$ cat src/rtl/rxdma_pkg.sv
package rxdma_pkg;
   typedef enum logic [3:0] {
      S_IDLE, S_FETCH, S_FQA, S_FQB, S_PD0, S_PD1, S_PD2,
      S_GETW, S_WRW, S_DQ0, S_DQ1
   } rx_state_t;

   localparam logic [1:0] POL_LARGE   = 2'd0;
   localparam logic [1:0] POL_SMALL   = 2'd1;
   localparam logic [1:0] POL_SMALL1  = 2'd2;

   localparam int ST_EOP_BIT  = 16;
   localparam int ST_LAST_BIT = 17;
   localparam int DN_EOP_BIT  = 8;
endpackage

$ cat src/rtl/rxdma_ring_ptr.sv
module rxdma_ring_ptr #(
   parameter int IDXW         = 8,
   parameter bit NATURAL_WRAP = 1'b0
) (
   input  logic            clk,
   input  logic            rst_n,
   input  logic            adv,
   input  logic [IDXW-1:0] size,
   output logic [IDXW-1:0] idx
);
   logic [IDXW-1:0] nxt;

   generate
      if (NATURAL_WRAP) begin : g_nat
         logic [IDXW-1:0] size_unused;
         assign size_unused = size;
         assign nxt = idx + 1'b1;
      end else begin : g_cmp
         assign nxt = (idx == size - 1'b1) ? '0 : idx + 1'b1;
      end
   endgenerate

   always_ff @(posedge clk) begin
      if (!rst_n)   idx <= '0;
      else if (adv) idx <= nxt;
   end
endmodule

$ cat src/rtl/rxdma_size_sel.sv
module rxdma_size_sel
   import rxdma_pkg::*;
#(
   parameter int SZW = 16
) (
   input  logic [1:0]     mode,
   input  logic           first_buf,
   input  logic [SZW-1:0] small_size,
   input  logic [SZW-1:0] large_size,
   output logic [SZW-1:0] buf_size
);
   always_comb begin
      unique case (mode)
         POL_SMALL:  buf_size = small_size;
         POL_SMALL1: buf_size = first_buf ? small_size : large_size;
         default:    buf_size = large_size;
      endcase
   end
endmodule

$ cat src/rtl/rxdma_chain_engine.sv
module rxdma_chain_engine
   import rxdma_pkg::*;
#(
   parameter int NCH       = 4,
   parameter int CHW       = (NCH > 1) ? $clog2(NCH) : 1,
   parameter int IDXW      = 8,
   parameter int SZW       = 16,
   parameter bit RING_POW2 = 1'b0
) (
   input  logic              clk,
   input  logic              rst_n,
   input  logic              fifo_req,
   input  logic [CHW-1:0]    fifo_ch,
   input  logic [31:0]       fifo_data,
   input  logic [2:0]        fifo_nbytes,
   input  logic              fifo_eop,
   output logic              fifo_ready,
   output logic              mem_req,
   output logic              mem_we,
   output logic [31:0]       mem_addr,
   output logic [31:0]       mem_wdata,
   input  logic [31:0]       mem_rdata,
   input  logic              mem_ack,
   input  logic [2*NCH-1:0]  cfg_mode,
   input  logic [3*NCH-1:0]  cfg_thr,
   input  logic [SZW-1:0]    small_size,
   input  logic [SZW-1:0]    large_size,
   input  logic [31:0]       fq_base,
   input  logic [IDXW-1:0]   fq_size,
   input  logic [IDXW-1:0]   fq_wr_idx,
   output logic [IDXW-1:0]   fq_rd_idx,
   input  logic [31:0]       dq_base,
   input  logic [IDXW-1:0]   dq_size,
   output logic [IDXW-1:0]   dq_wr_idx,
   output logic              starve
);
   localparam int STW = 32 - 18;

   generate
      if (NCH < 1)                 begin : g_bad_nch  $error("NCH must be at least 1"); end
      if (IDXW < 1 || IDXW > 16)   begin : g_bad_idx  $error("IDXW out of range"); end
      if (SZW < 3 || SZW > 16)     begin : g_bad_szw  $error("SZW must fit the 16-bit count field"); end
   endgenerate

   rx_state_t      state;
   logic           pkt_act, pkt_first, fin, fin_eop;
   logic [CHW-1:0] act_ch;
   logic [2:0]     seg_n;
   logic [31:0]    seg_head, cur_buf, cur_desc, nbuf;
   logic [31:0]    wd_addr, wd_buf, wd_next, wd_stat;
   logic [SZW-1:0] cur_size, off, cnt, sel_size;
   logic [31:0]    wdata_r;
   logic [2:0]     nb_r;
   logic           eop_r;

   logic [1:0]     ch_mode;
   logic [2:0]     ch_thr;
   logic [31:0]    fq_addr, dq_addr;
   logic           fq_empty, fq_adv, dq_adv;
   logic [SZW-1:0] off_n, cnt_n;
   logic           full;
   logic [3:0]     seg_next;

   assign ch_mode  = cfg_mode[act_ch*2 +: 2];
   assign ch_thr   = cfg_thr[act_ch*3 +: 3];
   assign fq_addr  = fq_base + (32'(fq_rd_idx) << 3);
   assign dq_addr  = dq_base + (32'(dq_wr_idx) << 3);
   assign fq_empty = (fq_rd_idx == fq_wr_idx);
   assign fq_adv   = (state == S_FQB) && mem_ack;
   assign dq_adv   = (state == S_DQ1) && mem_ack;
   assign off_n    = off + SZW'(4);
   assign cnt_n    = cnt + SZW'(nb_r);
   assign full     = (off_n >= cur_size);
   assign seg_next = {1'b0, seg_n} + 4'd1;

   rxdma_size_sel #(.SZW(SZW)) u_size (
      .mode(ch_mode), .first_buf(pkt_first),
      .small_size(small_size), .large_size(large_size), .buf_size(sel_size)
   );

   rxdma_ring_ptr #(.IDXW(IDXW), .NATURAL_WRAP(RING_POW2)) u_fq_ptr (
      .clk(clk), .rst_n(rst_n), .adv(fq_adv), .size(fq_size), .idx(fq_rd_idx)
   );

   rxdma_ring_ptr #(.IDXW(IDXW), .NATURAL_WRAP(RING_POW2)) u_dq_ptr (
      .clk(clk), .rst_n(rst_n), .adv(dq_adv), .size(dq_size), .idx(dq_wr_idx)
   );

   // bus side decode
   always_comb begin
      mem_req   = 1'b1;
      mem_we    = 1'b1;
      mem_addr  = '0;
      mem_wdata = '0;
      unique case (state)
         S_FQA: begin mem_we = 1'b0; mem_addr = fq_addr; end
         S_FQB: begin mem_we = 1'b0; mem_addr = fq_addr + 32'd4; end
         S_PD0: begin mem_addr = wd_addr;          mem_wdata = wd_buf;  end
         S_PD1: begin mem_addr = wd_addr + 32'd4;  mem_wdata = wd_next; end
         S_PD2: begin mem_addr = wd_addr + 32'd8;  mem_wdata = wd_stat; end
         S_WRW: begin mem_addr = cur_buf + 32'(off); mem_wdata = wdata_r; end
         S_DQ0: begin mem_addr = dq_addr;          mem_wdata = seg_head; end
         S_DQ1: begin
            mem_addr  = dq_addr + 32'd4;
            mem_wdata = 32'(seg_n);
            mem_wdata[DN_EOP_BIT] = fin_eop;
         end
         default: begin mem_req = 1'b0; mem_we = 1'b0; end
      endcase
   end

   assign fifo_ready = (state == S_GETW);
   assign starve     = (state == S_FETCH) && fq_empty;

   always_ff @(posedge clk) begin
      if (!rst_n) begin
         state     <= S_IDLE;
         pkt_act   <= 1'b0;
         pkt_first <= 1'b0;
         fin       <= 1'b0;
         fin_eop   <= 1'b0;
         act_ch    <= '0;
         seg_n     <= '0;
         seg_head  <= '0;
         cur_buf   <= '0;
         cur_desc  <= '0;
         nbuf      <= '0;
         cur_size  <= '0;
         off       <= '0;
         cnt       <= '0;
         wd_addr   <= '0;
         wd_buf    <= '0;
         wd_next   <= '0;
         wd_stat   <= '0;
         wdata_r   <= '0;
         nb_r      <= '0;
         eop_r     <= 1'b0;
      end else begin
         unique case (state)
            S_IDLE: if (fifo_req) begin
               if (!pkt_act) begin
                  act_ch    <= fifo_ch;
                  pkt_act   <= 1'b1;
                  pkt_first <= 1'b1;
               end
               state <= S_FETCH;
            end
            S_FETCH: if (!fq_empty) state <= S_FQA;
            S_FQA: if (mem_ack) begin
               nbuf  <= mem_rdata;
               state <= S_FQB;
            end
            S_FQB: if (mem_ack) begin
               cur_buf  <= nbuf;
               cur_desc <= mem_rdata;
               wd_next  <= mem_rdata;
               cur_size <= sel_size;
               off      <= '0;
               cnt      <= '0;
               fin      <= 1'b0;
               if (seg_n == 3'd0) begin
                  seg_head <= mem_rdata;
                  state    <= S_GETW;
               end else begin
                  state    <= S_PD0;
               end
            end
            S_PD0: if (mem_ack) state <= S_PD1;
            S_PD1: if (mem_ack) state <= S_PD2;
            S_PD2: if (mem_ack) state <= fin ? S_DQ0 : S_GETW;
            S_GETW: if (fifo_req) begin
               wdata_r <= fifo_data;
               nb_r    <= fifo_nbytes;
               eop_r   <= fifo_eop;
               state   <= S_WRW;
            end
            S_WRW: if (mem_ack) begin
               off <= off_n;
               cnt <= cnt_n;
               wd_addr <= cur_desc;
               wd_buf  <= cur_buf;
               if (eop_r || (full && (seg_next >= {1'b0, ch_thr}))) begin
                  wd_next   <= '0;
                  wd_stat   <= {STW'(0), 1'b1, eop_r, 16'(cnt_n)};
                  seg_n     <= seg_next[2:0];
                  fin       <= 1'b1;
                  fin_eop   <= eop_r;
                  pkt_first <= 1'b0;
                  state     <= S_PD0;
               end else if (full) begin
                  wd_stat   <= {STW'(0), 2'b00, 16'(cnt_n)};
                  seg_n     <= seg_next[2:0];
                  pkt_first <= 1'b0;
                  state     <= S_FETCH;
               end else begin
                  state     <= S_GETW;
               end
            end
            S_DQ0: if (mem_ack) state <= S_DQ1;
            S_DQ1: if (mem_ack) begin
               seg_n <= '0;
               if (fin_eop) pkt_act <= 1'b0;
               state <= S_IDLE;
            end
            default: state <= S_IDLE;
         endcase
      end
   end
endmodule

$ cat config.mk
export PLATFORM = sky130hd
export DESIGN_NAME = rxdma_chain_engine
export DESIGN_NICKNAME = d
export VERILOG_FILES = /design/src/rtl/rxdma_pkg.sv /design/src/rtl/rxdma_ring_ptr.sv /design/src/rtl/rxdma_size_sel.sv /design/src/rtl/rxdma_chain_engine.sv
export SDC_FILE = /design/constraint.sdc
export NUM_CORES = 1
export LEC_CHECK = 0
export ABC_AREA = 1
export BUFFER_PORTS_ARGS = -buffer_cell sky130_fd_sc_hd__buf_2
export CAP_MARGIN = 20
export CORE_AREA = 2 2 218 220
export DETAILED_ROUTE_END_ITERATION = 10
export DIE_AREA = 0 0 220 222
export PLACE_DENSITY = 0.79
export SYNTH_ARGS = -nofsm -noshare
export SYNTH_HDL_FRONTEND = slang
export SYNTH_SLANG_ARGS = --single-unit
$ cat constraint.sdc
create_clock -name clk -period 2.8 [get_ports clk]
set_input_delay 0 -clock clk [delete_from_list [all_inputs] [get_ports clk]]
set_output_delay 0 -clock clk [all_outputs]
set_load 0.02 [all_outputs]
==> tab_implementation.tex, run 1 <==
\begin{tabular}{lr}
\hline
Metric & Value \\
\hline
\multicolumn{2}{l}{\textbf{Run status}} \\
\quad Run status & finished with violations \\
\quad Violated checks & DRC, hold timing, setup timing \\
\multicolumn{2}{l}{\textbf{Detailed routing}} \\
\quad Number of design rule violations left after detail routing & 1 \\
\quad Wirelength per Cell & 19.4 um \\
\quad Routed WL & 89.0 mm \\
\quad Detailed router's first-iteration violation count & 3280 \\
\quad Count of vias placed by the detailed router & 26597 \\
\quad Detailed-route vias per instance & 5.81 \\
\quad Post-DRT Antenna Nets & 0 \\
\quad First-pass iteration count of the detailed router & 10 \\
\multicolumn{2}{l}{\textbf{Critical path}} \\
\quad WP data arrival & 3450 ps \\
\quad Capture point of the critical path & mem\_addr[12] \\
\quad Endpoint of the most critical register-to-register path & wd\_next[20] \\
\quad Critical-path cell list & ha\_4 -> fa\_2 -> nand2\_4 -> nand2\_4 -> nand3\_4 -> nand3\_1 -> nand3\_2 -> nand3\_2 -> nand2\_2 -> inv\_1 -> nand2\_1 -> nor2\_4 -> buf\_4 -> buf\_6 -> xor2\_1 -> o211ai\_1 -> buf\_4 \\
\quad Required time at the endpoint of the critical path & $\sim$2800 ps \\
\quad Startpoint of the worst-slack reg-to-reg timing path & off[3] \\
\quad CP Max Fanout & 3 \\
\quad Worst setup path startpoint & u\_dq\_ptr.idx[0] \\
\quad Kind of end point of the critical path & output pin \\
\quad Worst Setup Start Kind & flop \\
\quad Largest incremental delay on the critical path & about 420 ps \\
\quad Cell count of the worst reg-to-reg path & 22 \\
\quad Flop-to-flop setup slack & -420 ps \\
\quad Cell at the slowest stage of the critical path & fa\_2 \\
\quad Critical path class & flop to output pin \\
\multicolumn{2}{l}{\textbf{STA}} \\
\quad Max Transition Viols Final & 0 \\
\quad Post-layout worst setup margin & -647 ps \\
\quad Final count of hold timing violations & 1 \\
\quad Fmax & between 200 and 300 MHz \\
\quad Worst-margin pin slew & 840 ps \\
\quad Final TNS setup & -30980 ps \\
\quad Worst slew margin relative to its limit & $\sim$43\% \\
\quad Final Skew & $\sim$26 ps \\
\quad Setup Viol. Count Final & 86 \\
\quad Smallest hold slack & -26.3 ps \\
\quad Minimum clock period & 3450 ps \\
\quad Final Cycle Share & 123\% \\
\quad Unrepaired setup endpoints after global routing & yes \\
\multicolumn{2}{l}{\textbf{Logic synthesis}} \\
\quad Mean Syn Cell Area & 6.42 um\^{}2 \\
\quad Total of flip-flops plus latches after synthesis & between 300 and 400 \\
\quad Number of synthesis warnings & 0 \\
\quad Syn Inst Count & 3372 \\
\quad Commonest register cell after synthesis & dfxtp\_1 \\
\quad Net count after synthesis & 3650 \\
\quad Number of synthesized flops with an enable pin & 0 \\
\quad Cell variety after synth & 62 \\
\quad Sequential fraction of the synthesis area & 32.7\% \\
\quad Post-synthesis instance area & 21600 um\^{}2 \\
\quad Top cell type's share of synthesized area & between 30\% and 40\% \\
\quad Most frequent cells after synthesis & nand2\_1 (873), inv\_1 (372), dfxtp\_1 (353) \\
\quad Post-synthesis async set-or-reset flop share & 0\% \\
\quad Cell with the most instances after synthesis & nand2\_1 \\
\quad Dominant cells by area after synthesis & dfxtp\_1 (33\%), nand2\_1 (15\%), a21oi\_1 (8.0\%), inv\_1 (6.5\%), o21ai\_0 (5.7\%) \\
\quad Largest area contributor in the synthesized netlist & dfxtp\_1 \\
\multicolumn{2}{l}{\textbf{Placed design}} \\
\quad HPWL after detailed placement & around 60 mm \\
\quad Cell count after placement & around 4300 \\
\quad Last weighted congestion value of the routability-driven placer & 0.988 \\
\quad Count of port buffers added during placement & 297 \\
\multicolumn{2}{l}{\textbf{Clock tree}} \\
\quad Number of levels the H-tree was split into & 2 \\
\quad Clk\_lat worst skew & roughly 570 ps \\
\quad Max Buffers Root-to-Sink & 3 \\
\quad TritonCTS clock tree & yes \\
\quad Clock slew at the register clock pins of the worst setup and hold paths & about 70 ps \\
\quad Number of buffers created by CTS & 38 \\
\quad Root cell of the clock tree & clkbuf\_16 \\
\quad Sink count of the clock tree & 353 \\
\multicolumn{2}{l}{\textbf{Global routing}} \\
\quad Global routing usage summed across all routing layers & between 30\% and 40\% \\
\quad Global-route wire length before repair & 127 mm \\
\quad Number of antenna violations at the first check in global routing & 0 \\
\quad Largest net degree at the start of global routing & approximately 150 \\
\quad Aggregate global routing overflow & 0 \\
\quad Vias in the first global route & about 24000 \\
\multicolumn{2}{l}{\textbf{Cells and area}} \\
\quad Net count reported at finish & 4225 \\
\quad Synth-to-layout area growth & 40.9\% \\
\quad Fraction of layout instances using a drive strength above 1 & 28.0\% \\
\quad Antenna Cells & 0 \\
\quad Final std cells w/o fill & 4578 \\
\quad Number of fillers in the final layout & 3749 \\
\multicolumn{2}{l}{\textbf{Hold path}} \\
\quad Type of the most critical hold path & input port to flop \\
\multicolumn{2}{l}{\textbf{Pwr}} \\
\quad Post-layout total power & around 15 mW \\
\quad Leak & $\sim$13 nW \\
\quad Pwr per Cell Area & approximately 480 nW/um\^{}2 \\
\quad IR drop worst, VDD & 0.000470 V \\
\multicolumn{2}{l}{\textbf{Floorplan}} \\
\quad Top-Level Pins & between 200 and 300 \\
\quad Chip Width & 220 um \\
\quad Area inside the core boundary & 46300 um\^{}2 \\
\quad Rows & roughly 80 \\
\quad Effective utilization at floorplan & 46.8\% \\
\quad Die area & 48800 um\^{}2 \\
\quad Overall die height & 222 um \\
\multicolumn{2}{l}{\textbf{Job}} \\
\quad Reported max-cap violation count & 0 \\
\hline
\end{tabular}
layout make-up:
| class | instances | area [um^2] | share of cell area, % |
|---|---|---|---|
| well taps | 607 | 759 | 2.49 |
| clock buffers | 47 | 1050 | 3.43 |
| repair buffers | 685 | 5200 | 17.0 |
| multi-input cells | 2481 | 14600 | 48.0 |
| clock inverters | 17 | 243 | 0.796 |
| flip-flops and latches | 353 | 7100 | 23.3 |
| repair inverters | 2 | 12.5 | 0.0410 |
| inverters | 386 | 1490 | 4.87 |
power breakdown:
part	switching [mW]	internal [mW]	leakage [nW]	total [mW]
logic	2.39	1.53	9.50	3.91
registers	0.169	5.27	2.86	5.44
clock network	2.18	3.12	0.634	5.30
routing by layer:
metal  routed length, um  vias to the layer above  track usage (%)  part of all wire [%]
met5                   0                        -                0                     0
met4                4420                        0             13.4                   5.0
met3                9550                      361             5.21                    11
met2               39400                     1762             51.5                    44
met1               35600                    12167             44.5                    40
li1                    -                    12307                -                     -
critical path, delay by kind of cell (launching register included):
| family | cells | cell delay, ps |
|---|---|---|
| simple gates | 9 | 910 |
| xor+xnor | 1 | 150 |
| flops | 1 | 330 |
| fa+ha+maj | 2 | 590 |
| buf+inv | 4 | 490 |
| compound gates | 1 | 390 |
logic make-up after synthesis:
| kind of cell | Yosys count | synth area share, % |
|---|---|---|
| simple gates | 1581 | 31.0 |
| fa+ha+maj | 64 | 3.81 |
| xor+xnor | 84 | 3.40 |
| compound gates | 752 | 19.5 |
| flops | 353 | 32.7 |
| buf+inv | 538 | 9.61 |
how the worst min path moves through the flow:
stage	startpoint	end	slack [ps]	cells after the start
global route	large_size[11]	cur_size[11]	-2	5
detailed placement	mem_rdata[0]	nbuf[0]	270	3
floorplan	mem_rdata[0]	nbuf[0]	130	2
CTS	fifo_req	wdata_r[2]	3	3
global placement	mem_rdata[0]	nbuf[0]	260	3
finish	large_size[11]	cur_size[11]	-30	5
placed cells by master, fill, tap and decap left out, types with 17 or more instances in the layout:
cell type      netlist  final
nor2_1             300    241
nand4_1             45     45
nor2_2              11     32
ha_1                61     38
a21oi_2              1     50
buf_4                5    238
nand2_1            873    742
nand2_2             12     86
inv_2                7     18
inv_1              372    355
nand3_1            233    178
nand3_2              3     47
nand2_4              1     55
o2111ai_1           29     29
nor3_1              50     42
o21ai_0            248    229
xnor2_1             24     21
a21oi_1            346    296
ha_4                 0     21
xor2_1              60     53
buf_2                7    269
a221oi_1            18     18
dfxtp_2              0     19
buf_6                4     54
dfxtp_1            353    331
clkbuf_16            0     41
a211oi_1            22     17
nor2_4               7     45
dlygate4sd3_1        0    104
sequential cells by signal, indices dropped and copies added, names as in the netlist, 16 cells and up:
name,flops
cur_buf,32
cur_desc,32
nbuf,32
seg_head,32
wd_addr,32
wd_buf,32
wd_next,32
wdata_r,32
wd_stat,18
cnt,16
cur_size,16
through the flow:
| stage | instance area (um^2) | util, % | hold slack [ps] | setup slack, ps |
|---|---|---|---|---|
| 2_1_floorplan | 21700 | - | 135 | 12.5 |
| 3_3_place_gp | 25000 | 54.0 | 262 | -94.0 |
| 3_5_place_dp | 25000 | 54.0 | 269 | -197 |
| 4_1_cts | 28300 | 61.1 | 3.47 | -572 |
| 5_1_grt | 30500 | 65.9 | -2.19 | -731 |
| 6_report | 30500 | 65.9 | -26.3 | -647 |
what timing repair did:
action | CTS | global route
gates cloned | 3 | 5
buffers inserted | 19 | 53
endpoints found under the hold margin | 187 | 0
hold buffers | 105 | 0
resized for setup | 200 | 448
setup endpoints to repair | 87 | 106
pin swaps | 42 | 122
Note: power is estimated with default switching activity, not from simulation.
==> run 2: changes to the inputs <==
- ABC_AREA: 1 -> not set
- CORE_AREA: 2 2 218 220 -> 2 2 215 217
- DIE_AREA: 0 0 220 222 -> 0 0 217 219
- PLACE_DENSITY: 0.79 -> 0.77
==> tab_implementation.tex, run 2 <==
\begin{tabular}{lr}
\hline
Metric & Value \\
\hline
\multicolumn{2}{l}{\textbf{Run status}} \\
\quad Run status & finished with violations \\
\quad Violated checks & setup timing \\
\multicolumn{2}{l}{\textbf{Pwr}} \\
\quad Post-layout total power & 14.5 mW (-1.2\%) \\
\quad Leak & 11.5 nW (-12\%) \\
\quad Pwr per Cell Area & 505 nW/um\^{}2 (+5.1\%) \\
\quad IR drop worst, VDD & 0.000403 V (-14\%) \\
\multicolumn{2}{l}{\textbf{Cells and area}} \\
\quad Commonest non-fill, non-tap cell in the layout & nand2\_1 \\
\quad Design area & 28700 um\^{}2 (-6.0\%) \\
\quad Highest-count cells in the layout ignoring fill and taps & nand2\_1 (612), buf\_4 (369), dfxtp\_1 (340) \\
\quad Number of fillers in the final layout & 3590 (-4.2\%) \\
\quad Net count reported at finish & 3544 (-16\%) \\
\quad Post-layout utilization of the core & 63.6\% (-2.3 points) \\
\quad Antenna Cells & 0 (unchanged) \\
\quad Synth-to-layout area growth & 42.5\% \\
\quad Fraction of layout instances using a drive strength above 1 & 29.4\% (+1.4 points) \\
\multicolumn{2}{l}{\textbf{Logic synthesis}} \\
\quad Net count after synthesis & 2881 (-21\%) \\
\quad Mean Syn Cell Area & 7.73 um\^{}2 (+20\%) \\
\quad Largest area contributor in the synthesized netlist & dfxtp\_1 \\
\quad Post-synthesis async set-or-reset flop share & 0\% (unchanged) \\
\quad Top cell type's share of synthesized area & 35.1\% (+2.5 points) \\
\quad Number of synthesis warnings & 0 (unchanged) \\
\quad Number of synthesized flops with an enable pin & 0 (unchanged) \\
\quad Cell with the most instances after synthesis & nand2\_1 \\
\quad Syn Inst Count & 2603 (-23\%) \\
\quad Total of flip-flops plus latches after synthesis & 353 (unchanged) \\
\quad Commonest register cell after synthesis & dfxtp\_1 \\
\quad Most frequent cells after synthesis & nand2\_1 (621), dfxtp\_1 (353), a21oi\_1 (293) \\
\quad Post-synthesis instance area & 20100 um\^{}2 (-7.0\%) \\
\quad Dominant cells by area after synthesis & dfxtp\_1 (35\%), nand2\_1 (12\%), a21oi\_1 (7.3\%), xnor2\_1 (5.0\%), xor2\_1 (3.8\%) \\
\quad Cell variety after synth & 94 (+52\%) \\
\quad Sequential fraction of the synthesis area & 35.1\% (+2.5 points) \\
\multicolumn{2}{l}{\textbf{Hold path}} \\
\quad WHS Path Cells & 5 (unchanged) \\
\quad Launch instance of the worst min-delay path & fq\_size[2] \\
\quad Worst hold endpoint & u\_fq\_ptr.idx[0] \\
\quad Type of the most critical hold path & input port to flop \\
\multicolumn{2}{l}{\textbf{Critical path}} \\
\quad Required time at the endpoint of the critical path & 2800 ps (about the same) \\
\quad Endpoint of the most critical register-to-register path & wd\_stat[14] \\
\quad Cell count of the worst reg-to-reg path & 18 (-18\%) \\
\quad WP data arrival & 4090 ps (+640 ps) \\
\quad Worst setup path startpoint & u\_fq\_ptr.idx[0] \\
\quad Critical path class & flop to output pin \\
\quad Startpoint of the worst-slack reg-to-reg timing path & off[2] \\
\quad CP Max Fanout & 6 (+3) \\
\quad Worst Setup Start Kind & flop \\
\quad Flop-to-flop setup slack & -750 ps (-330 ps) \\
\quad Kind of end point of the critical path & output pin \\
\multicolumn{2}{l}{\textbf{Placed design}} \\
\quad Cell area after placement & 24700 um\^{}2 (-1.0\%) \\
\quad Last weighted congestion value of the routability-driven placer & 0.945 (-4.3\%) \\
\quad Count of port buffers added during placement & 297 (unchanged) \\
\quad HPWL after detailed placement & 54.2 mm (-9.6\%) \\
\quad Post-placement setup slack & -796 ps (-598 ps) \\
\multicolumn{2}{l}{\textbf{Clock tree}} \\
\quad Sink count of the clock tree & 353 (unchanged) \\
\quad Clk\_lat worst skew & 570 ps (about the same) \\
\quad Max Buffers Root-to-Sink & 3 (unchanged) \\
\quad Number of levels the H-tree was split into & 2 (unchanged) \\
\quad Clock slew at the register clock pins of the worst setup and hold paths & 60 ps (about the same) \\
\quad Number of buffers created by CTS & 38 (unchanged) \\
\quad TritonCTS clock tree & yes \\
\quad Root cell of the clock tree & clkbuf\_16 \\
\multicolumn{2}{l}{\textbf{Floorplan}} \\
\quad Area inside the core boundary & 45100 um\^{}2 (-2.5\%) \\
\quad Chip Width & 217 um (-1.4\%) \\
\quad Rows & 78 (-1.3\%) \\
\quad Top-Level Pins & 298 (unchanged) \\
\quad Die area & 47500 um\^{}2 (-2.7\%) \\
\quad Overall die height & 219 um (-1.4\%) \\
\quad Effective utilization at floorplan & 44.6\% (-2.1 points) \\
\multicolumn{2}{l}{\textbf{Detailed routing}} \\
\quad Count of vias placed by the detailed router & 23294 (-12\%) \\
\quad Detailed-route vias per instance & 5.98 (+2.9\%) \\
\quad Routed WL & 82.3 mm (-7.5\%) \\
\quad Detailed router's first-iteration violation count & 2808 (-14\%) \\
\quad Wirelength per Cell & 21.1 um (+8.7\%) \\
\quad Post-DRT Antenna Nets & 0 (unchanged) \\
\quad First-pass iteration count of the detailed router & 6 (-4) \\
\quad Number of design rule violations left after detail routing & 0 (-1) \\
\multicolumn{2}{l}{\textbf{Global routing}} \\
\quad Largest net degree at the start of global routing & 93 (-37\%) \\
\quad Aggregate global routing overflow & 0 (unchanged) \\
\quad Global routing usage summed across all routing layers & 32.6\% (-0.19 points) \\
\quad Vias in the first global route & 22476 (-6.0\%) \\
\quad Number of antenna violations at the first check in global routing & 1 (+1) \\
\quad Global-route wire length before repair & 123 mm (-3.5\%) \\
\multicolumn{2}{l}{\textbf{STA}} \\
\quad Worst slew margin relative to its limit & 57.7\% (+14 points) \\
\quad Final Skew & 24.9 ps (-0.911 ps) \\
\quad Fmax & 245 MHz (-16\%) \\
\quad Worst-margin pin slew & 634 ps (-206 ps) \\
\quad Minimum clock period & 4090 ps (+641 ps) \\
\quad Final TNS setup & -63560 ps (-32570 ps) \\
\quad Unrepaired setup endpoints after global routing & yes \\
\quad Final count of hold timing violations & 0 (-1) \\
\quad Final Cycle Share & 146\% (+23 points) \\
\quad Setup Viol. Count Final & 87 (+1.2\%) \\
\quad Post-layout worst setup margin & -1290 ps (-641 ps) \\
\quad Max Transition Viols Final & 0 (unchanged) \\
\multicolumn{2}{l}{\textbf{Job}} \\
\quad Reported max-cap violation count & 0 (unchanged) \\
\hline
\end{tabular}
## run 2: cell type report
cell class / instances / area [um^2] / area share (%)
clock inverters: 11 / 184 / 0.641
inverters: 44 / 173 / 0.602
clock buffers: 58 / 1130 / 3.93
flip-flops and latches: 353 / 7090 / 24.7
repair buffers: 797 / 5990 / 20.9
well taps: 600 / 751 / 2.62
multi-input cells: 2032 / 13400 / 46.6
## run 2: metal layers
metal  routed length [um]  part of all wire (%)  track usage, %  vias to the layer above
met5                   13                 0.016               0                        -
li1                     -                     -               -                    10503
met1                33400                    41            42.5                    11044
met3                 7820                   9.5            6.03                      300
met4                 3460                   4.2            12.2                        2
met2                37600                    46            53.5                     1445
## run 2: worst max path at each step
stage               slack [ps]      endpoint  cells after the start
floorplan                 -650  mem_addr[27]                     14
global placement          -740  mem_addr[28]                     15
detailed placement        -800  mem_addr[28]                     15
CTS                      -1280  mem_addr[22]                     15
global route             -1400  mem_addr[23]                     15
finish                   -1290  mem_addr[22]                     14
## run 2: through the flow
stage	instances	hold WS, ps
CTS	3874	2.10
global route	3895	86.1
detailed placement	3661	245
floorplan	2603	125
global placement	3661	234
finish	3895	37.0
## run 2: what timing repair did
action                     CTS  global route
buffers inserted            34            34
gates resized for setup    164            84
pin swaps                   63            66
setup endpoints to repair  124           109
hold endpoints to repair   190             0
gates cloned                 8             1
hold buffers               107             0
## run 2: worst max-delay path, stage by stage (launching register included)
cell and delay, ps:
dfxtp_4 350, ha_4 130, inv_2 30, fa_2 330, and2b_2 250, o211ai_4 140, a211oi_2 250, xor2_1 240
a21o_1 170, a21boi_4 190, or4b_4 570, nor3b_4 270, xor2_1 240, o221ai_2 160, buf_4 190
## run 2: cell families after synthesis
| kind of cell | after synthesis | synth area share, % |
|---|---|---|
| compound gates | 680 | 22.3 |
| xor+xnor | 204 | 8.88 |
| fa+ha+maj | 64 | 4.09 |
| buf+inv | 218 | 4.14 |
| flops | 353 | 35.1 |
| mux | 37 | 2.19 |
| simple gates | 1047 | 23.3 |
## run 2: where the power goes
| part | leakage, nW | internal, mW | switching [mW] |
|---|---|---|---|
| combinational | 7.97 | 1.61 | 2.23 |
| clock | 0.638 | 3.17 | 2.15 |
| sequential | 2.85 | 5.20 | 0.121 |
| total | 11.5 | 9.98 | 4.50 |
